## src/rtl/link_wdog_pkg.sv

```systemverilog
package link_wdog_pkg;
    typedef enum logic {
        PG_IDLE   = 1'b0,
        PG_ACTIVE = 1'b1
    } pg_state_e;

    localparam int CMD_W   = 16;
    localparam int RST_BIT = 14;
endpackage

```

## src/rtl/lw_interval_timer.sv

```systemverilog
module lw_interval_timer #(
    parameter int INTERVAL_CYCLES = 625_000_000
) (
    input  logic clk,
    input  logic rst_n,
    input  logic hold_i,
    output logic expire_o
);
    localparam int CNT_W = (INTERVAL_CYCLES > 2) ? $clog2(INTERVAL_CYCLES) : 1;
    localparam logic [CNT_W-1:0] LAST = CNT_W'(INTERVAL_CYCLES - 1);

    typedef struct packed {
        logic [CNT_W-1:0] cnt;
    } tmr_s;

    tmr_s st_d, st_q;

    always_comb begin
        st_d     = st_q;
        expire_o = 1'b0;
        if (hold_i) begin
            st_d.cnt = '0;
        end else if (st_q.cnt == LAST) begin
            st_d.cnt = '0;
            expire_o = 1'b1;
        end else begin
            st_d.cnt = st_q.cnt + 1'b1;
        end
    end

    always_ff @(posedge clk or negedge rst_n) begin
        if (!rst_n) st_q <= '0;
        else        st_q <= st_d;
    end


    hold_zero_chk: assert property (@(posedge clk) disable iff (!rst_n)
        hold_i |=> st_q.cnt == '0);


    cnt_range_chk: assert property (@(posedge clk) disable iff (!rst_n)
        st_q.cnt <= LAST);
endmodule

```

## src/rtl/lw_pulse_gen.sv

```systemverilog
module lw_pulse_gen
    import link_wdog_pkg::*;
#(
    parameter int PULSE_CYCLES = 8
) (
    input  logic clk,
    input  logic rst_n,
    input  logic req_i,
    output logic busy_o
);
    localparam int LEFT_W = (PULSE_CYCLES > 2) ? $clog2(PULSE_CYCLES) : 1;
    localparam logic [LEFT_W-1:0] FIRST = LEFT_W'(PULSE_CYCLES - 1);

    typedef struct packed {
        pg_state_e         state;
        logic [LEFT_W-1:0] left;
    } pg_s;

    pg_s st_d, st_q;

    always_comb begin
        st_d = st_q;
        if (st_q.state == PG_ACTIVE) begin
            if (st_q.left == '0) st_d.state = PG_IDLE;
            else                 st_d.left  = st_q.left - 1'b1;
        end else if (req_i) begin
            st_d.state = PG_ACTIVE;
            st_d.left  = FIRST;
        end
    end

    always_ff @(posedge clk or negedge rst_n) begin
        if (!rst_n) st_q <= '{state: PG_IDLE, left: '0};
        else        st_q <= st_d;
    end

    assign busy_o = (st_q.state == PG_ACTIVE);


    pulse_len_chk: assert property (@(posedge clk) disable iff (!rst_n)
        $rose(busy_o) |-> st_q.left == FIRST);


    busy_ignore_chk: assert property (@(posedge clk) disable iff (!rst_n)
        (busy_o && st_q.left != '0) |=> busy_o && st_q.left == $past(st_q.left) - 1'b1);
endmodule

```

## src/rtl/lw_cmd_reg.sv

```systemverilog
module lw_cmd_reg
    import link_wdog_pkg::*;
(
    input  logic             clk,
    input  logic             rst_n,
    input  logic             wr_i,
    input  logic [CMD_W-1:0] wdata_i,
    input  logic             busy_i,
    output logic             sw_req_o,
    output logic [CMD_W-1:0] rdata_o
);
    localparam logic [CMD_W-1:0] RST_MASK = CMD_W'(1) << RST_BIT;

    typedef struct packed {
        logic [CMD_W-1:0] cfg;
    } reg_s;

    reg_s st_d, st_q;

    always_comb begin
        st_d     = st_q;
        sw_req_o = wr_i && wdata_i[RST_BIT];
        if (wr_i) st_d.cfg = wdata_i & ~RST_MASK;
        rdata_o = st_q.cfg | (busy_i ? RST_MASK : '0);
    end

    always_ff @(posedge clk or negedge rst_n) begin
        if (!rst_n) st_q <= '0;
        else        st_q <= st_d;
    end


    cfg_keep_chk: assert property (@(posedge clk) disable iff (!rst_n)
        !wr_i |=> (rdata_o & ~RST_MASK) == ($past(rdata_o) & ~RST_MASK));
endmodule

```

## src/rtl/link_recovery_wdog.sv

```systemverilog
module link_recovery_wdog
    import link_wdog_pkg::*;
#(
    parameter int INTERVAL_CYCLES = 625_000_000,
    parameter int PULSE_CYCLES    = 8
) (
    input  logic        clk,
    input  logic        rst_n,
    input  logic        link_up_i,
    input  logic        loopback_i,
    input  logic        cmd_wr_i,
    input  logic [15:0] cmd_wdata_i,
    output logic [15:0] cmd_rdata_o,
    output logic        logic_rst_o
);
    logic hold, expire, sw_req, busy;

    assign hold = link_up_i || loopback_i;

    lw_interval_timer #(.INTERVAL_CYCLES(INTERVAL_CYCLES)) u_timer (
        .clk      (clk),
        .rst_n    (rst_n),
        .hold_i   (hold),
        .expire_o (expire)
    );

    lw_pulse_gen #(.PULSE_CYCLES(PULSE_CYCLES)) u_pulse (
        .clk    (clk),
        .rst_n  (rst_n),
        .req_i  (expire || sw_req),
        .busy_o (busy)
    );

    lw_cmd_reg u_cmd (
        .clk      (clk),
        .rst_n    (rst_n),
        .wr_i     (cmd_wr_i),
        .wdata_i  (cmd_wdata_i),
        .busy_i   (busy),
        .sw_req_o (sw_req),
        .rdata_o  (cmd_rdata_o)
    );

    assign logic_rst_o = busy;


    sw_start_chk: assert property (@(posedge clk) disable iff (!rst_n)
        (cmd_wr_i && cmd_wdata_i[RST_BIT] && !logic_rst_o) |=> logic_rst_o);


    lb_quiet_chk: assert property (@(posedge clk) disable iff (!rst_n)
        (loopback_i && !logic_rst_o) |=> !logic_rst_o || $past(cmd_wr_i && cmd_wdata_i[RST_BIT]));
endmodule

```

## config.mk

```make
export PLATFORM = sky130hd
export DESIGN_NAME = link_recovery_wdog
export DESIGN_NICKNAME = d
export VERILOG_FILES = /design/src/rtl/link_wdog_pkg.sv /design/src/rtl/lw_interval_timer.sv /design/src/rtl/lw_pulse_gen.sv /design/src/rtl/lw_cmd_reg.sv /design/src/rtl/link_recovery_wdog.sv
export SDC_FILE = /design/constraint.sdc
export NUM_CORES = 1
export LEC_CHECK = 0
export BUFFER_PORTS_ARGS = -buffer_cell sky130_fd_sc_hd__buf_2
export CAP_MARGIN = 20
export CELL_PAD_IN_SITES_DETAIL_PLACEMENT = 1
export CELL_PAD_IN_SITES_GLOBAL_PLACEMENT = 2
export CORE_MARGIN = 2
export CORE_UTILIZATION = 40
export CTS_CLUSTER_DIAMETER = 150
export DETAILED_ROUTE_END_ITERATION = 7
export PLACE_DENSITY_LB_ADDON = 0.1
export SYNTH_ARGS = -nofsm -noshare
export SYNTH_HDL_FRONTEND = slang
export SYNTH_SLANG_ARGS = --single-unit
```

## constraint.sdc

```tcl
create_clock -name clk -period 4.83 [get_ports clk]
set_input_delay 0.2415 -clock clk [delete_from_list [all_inputs] [get_ports clk]]
set_output_delay 0.2415 -clock clk [all_outputs]
set_load 0.02 [all_outputs]
```

==> flow_summary.yaml <==
status:
  outcome: "finished, final reports clean"
yosys:
  yosys.area_share.xor_xnor_pct: 3.06
  synthSimpleGateAreaFrac_pct: 24.1
  yosys.area_share.adder_pct: 1.46
  synth_largest_type_area_fraction_pct: 47.6
  ys_warn_count: 0
  ys_seq_area_share_pct: 47.6
  yosysTopAreaCell: "dfrtp_1"
  synth-seq-cells: 49
  syn_avg_cell_area_um2: 11.0
  synth.net_count: 259
  synthMuxAreaShare_pct: 6.56
  synth-compound-area-share_pct: 12.9
  synth_edf_count: 0
  synth_ff_type: "dfrtp_1"
  synth_area_mm2: 0.00257
  synthDistinctLibCells: 45
  synthesis.instances: 235
  synth_top_family_by_area: "simple AND/OR/NAND/NOR gates"
  async_reset_ff_share_pct: 100
  ys_top_cells_by_area: "dfrtp_1 (48%), mux2_2 (6.6%), a21oi_2 (4.4%), o31ai_1 (2.9%), nand2_1 (2.8%)"
placement:
  dp_hpwl_um: 4100
  placed_cells: 339
  place_area_mm2: 0.00279
  port-buffer-count: 37
  routabilityCongestion: 0.702
  detailedPlace.worstSlack_ns: 2.70
floorplanning:
  core_area_mm2: 0.00628
  initial_core_util_pct: 41.0
  io_pins: 38
  rows: 29
  die_width_um: 84.2
  dieArea_mm2: 0.00709
  die_h_um: 84.2
critical_path:
  cp_max_fo: 24
  r2r_slack_ns: 2.70
  worstPathArrival_ns: 2.31
  r2r-start: "u_timer.st_q[0]"
  worst_setup_path_start_kind: "flop"
  required_ns: 5.01
  r2r_cells: 6
  path_class: "flop to flop"
  worstSetupEndpointType: "flop"
  r2r_end: "u_timer.st_q[29]"
clock_tree:
  h-tree-depth: 2
  clk_pin_slew_ns: 0.09
  cts_hold_buffers: 0
  cts.sinks: 49
  cts_tree: "done"
  cts-buffers-inserted: 5
  cts_setup_buffers: 0
  cts_repair_resize_count: 0
  cts_buffer_depth: 2
  cts_root_buf: "clkbuf_8"
  clk_latency_ns: 0.31
layout:
  final_area_mm2: 0.00289
  syn_to_final_growth_pct: 12.2
  fillers: 714
  diodes: 0
  final_util_pct: 46.0
  fin_cells: 347
  final_common_cell: "dfrtp_1"
  layout.cells.most_common_list: "dfrtp_1 (49), buf_2 (37), nand2_1 (19)"
  drive_above_1_share_pct: 36.3
  fin_nets: 293
route:
  first_pass_iters: 4
  viasPerCell: 5.62
  drt-initial-drc-count: 80
  drc: 0
  antenna_left: 0
  wire_per_inst_um: 16.6
  vias: 1950
  finalWirelength_um: 5750
sta:
  finalHoldViolCount: 0
  setup_ws_ns: 2.70
  holdWs_ns: 0.0222
  setup_tns_ns: 0
  worstMarginPinSlew_ns: 0.645
  period_minus_slack_ns: 2.13
  setup_viol_count_final: 0
  min_period_over_period_pct: 44.0
  rsz0062_at_grt: "false"
  slew_violations: 0
  slew_headroom_pct: 57.0
  fmaxAchievable_mhz: 470
  clock_skew_ns: 0.00492
power:
  p_leak_nw: 1.14
  power-per-cell-area_mw_per_mm2: 304
  peakVddDrop_uv: 200
  power_mw: 0.877
grt:
  gr-total-overflow: 0
  antenna_found_initial: 0
  grt_pass1_vias: 1981
  grt_first_pass_wirelength_um: 9920
  grt.total_usage_pct: 17.6
  grt_max_degree: 50
hold_path:
  hold_path.class: "input pin to asynchronous set/reset pin"
flow_run:
  cap_violations: 0
Yosys cell counts, types with 3 or more instances:
cell type	number
nand4_1	7
nor3_1	5
inv_1	7
or3_1	8
nor2_2	7
xnor2_1	7
or4_4	3
dfrtp_1	49
clkbuf_1	4
nand2_1	19
nand3_1	12
o21ai_0	9
nor2_1	4
o31ai_1	10
mux2_2	15
buf_6	4
ha_1	3
a21oi_2	13
a21oi_1	7
or4_1	7
and3_1	3
and4_1	3
power breakdown:
group / total (mW) / leakage, nW / internal [mW] / switching, mW
Combinational: 0.154 / 0.445 / 0.0614 / 0.0922
Clock: 0.263 / 0.0518 / 0.119 / 0.144
Sequential: 0.460 / 0.639 / 0.441 / 0.0190
cell families (layout without fill, tap and decap cells):
logic type                 Yosys count  in the layout
muxes                               15             15
adders and majority gates            3              3
AOI/OAI and AO/OA                   45             45
and+or+nand+nor                     95             95
buffers and inverters               19             54
DFF                                 49             49
xor gates and xnor gates             9              9
worst max path at each step:
stage	startpoint	end	slack (ns)	cells after the start
2_1_floorplan	u_timer.st_q[0]	u_timer.st_q[23]	3.10	7
3_3_place_gp	u_timer.st_q[0]	u_timer.st_q[15]	2.77	6
3_5_place_dp	u_timer.st_q[0]	u_timer.st_q[11]	2.70	6
4_1_cts	u_timer.st_q[0]	u_timer.st_q[29]	2.67	6
5_1_grt	u_timer.st_q[0]	u_timer.st_q[29]	2.54	6
6_report	u_timer.st_q[0]	u_timer.st_q[29]	2.70	6
cell type report:
cell class / count / area, µm² / share of cell area (%)
Sequential cell: 49 / 1230 / 42.5
Clock inverter: 2 / 17.5 / 0.607
Clock buffer: 6 / 82.6 / 2.86
Tap cell: 77 / 96.3 / 3.34
Multi-Input combinational cell: 167 / 1240 / 42.9
Inverter: 7 / 26.3 / 0.910
Timing Repair Buffer: 39 / 200 / 6.94
flip-flops by register name (all words and copies together) (netlist names):
signal          count
u_cmd.st_q         15
u_pulse.busy_o      1
u_timer.st_q       30
u_pulse.st_q        3
per-layer routing:
metal / share of wire (%) / wire [µm] / track usage (%) / vias up
met5: 0 / 0 / 0 / -
met3: 2.2 / 125 / 3.54 / 7
met4: 1.3 / 72 / 5.28 / 0
met1: 47 / 2720 / 23.6 / 992
met2: 49 / 2830 / 29.0 / 15
li1: - / - / - / 936
critical path, stage by stage (launching register included):
cell     delay (ns)
dfrtp_1        0.41
ha_1           0.24
and4_1         0.44
nand2_1        0.17
o31ai_4        0.25
buf_4          0.40
a21oi_1        0.08
(Power assumes the default switching activity.)
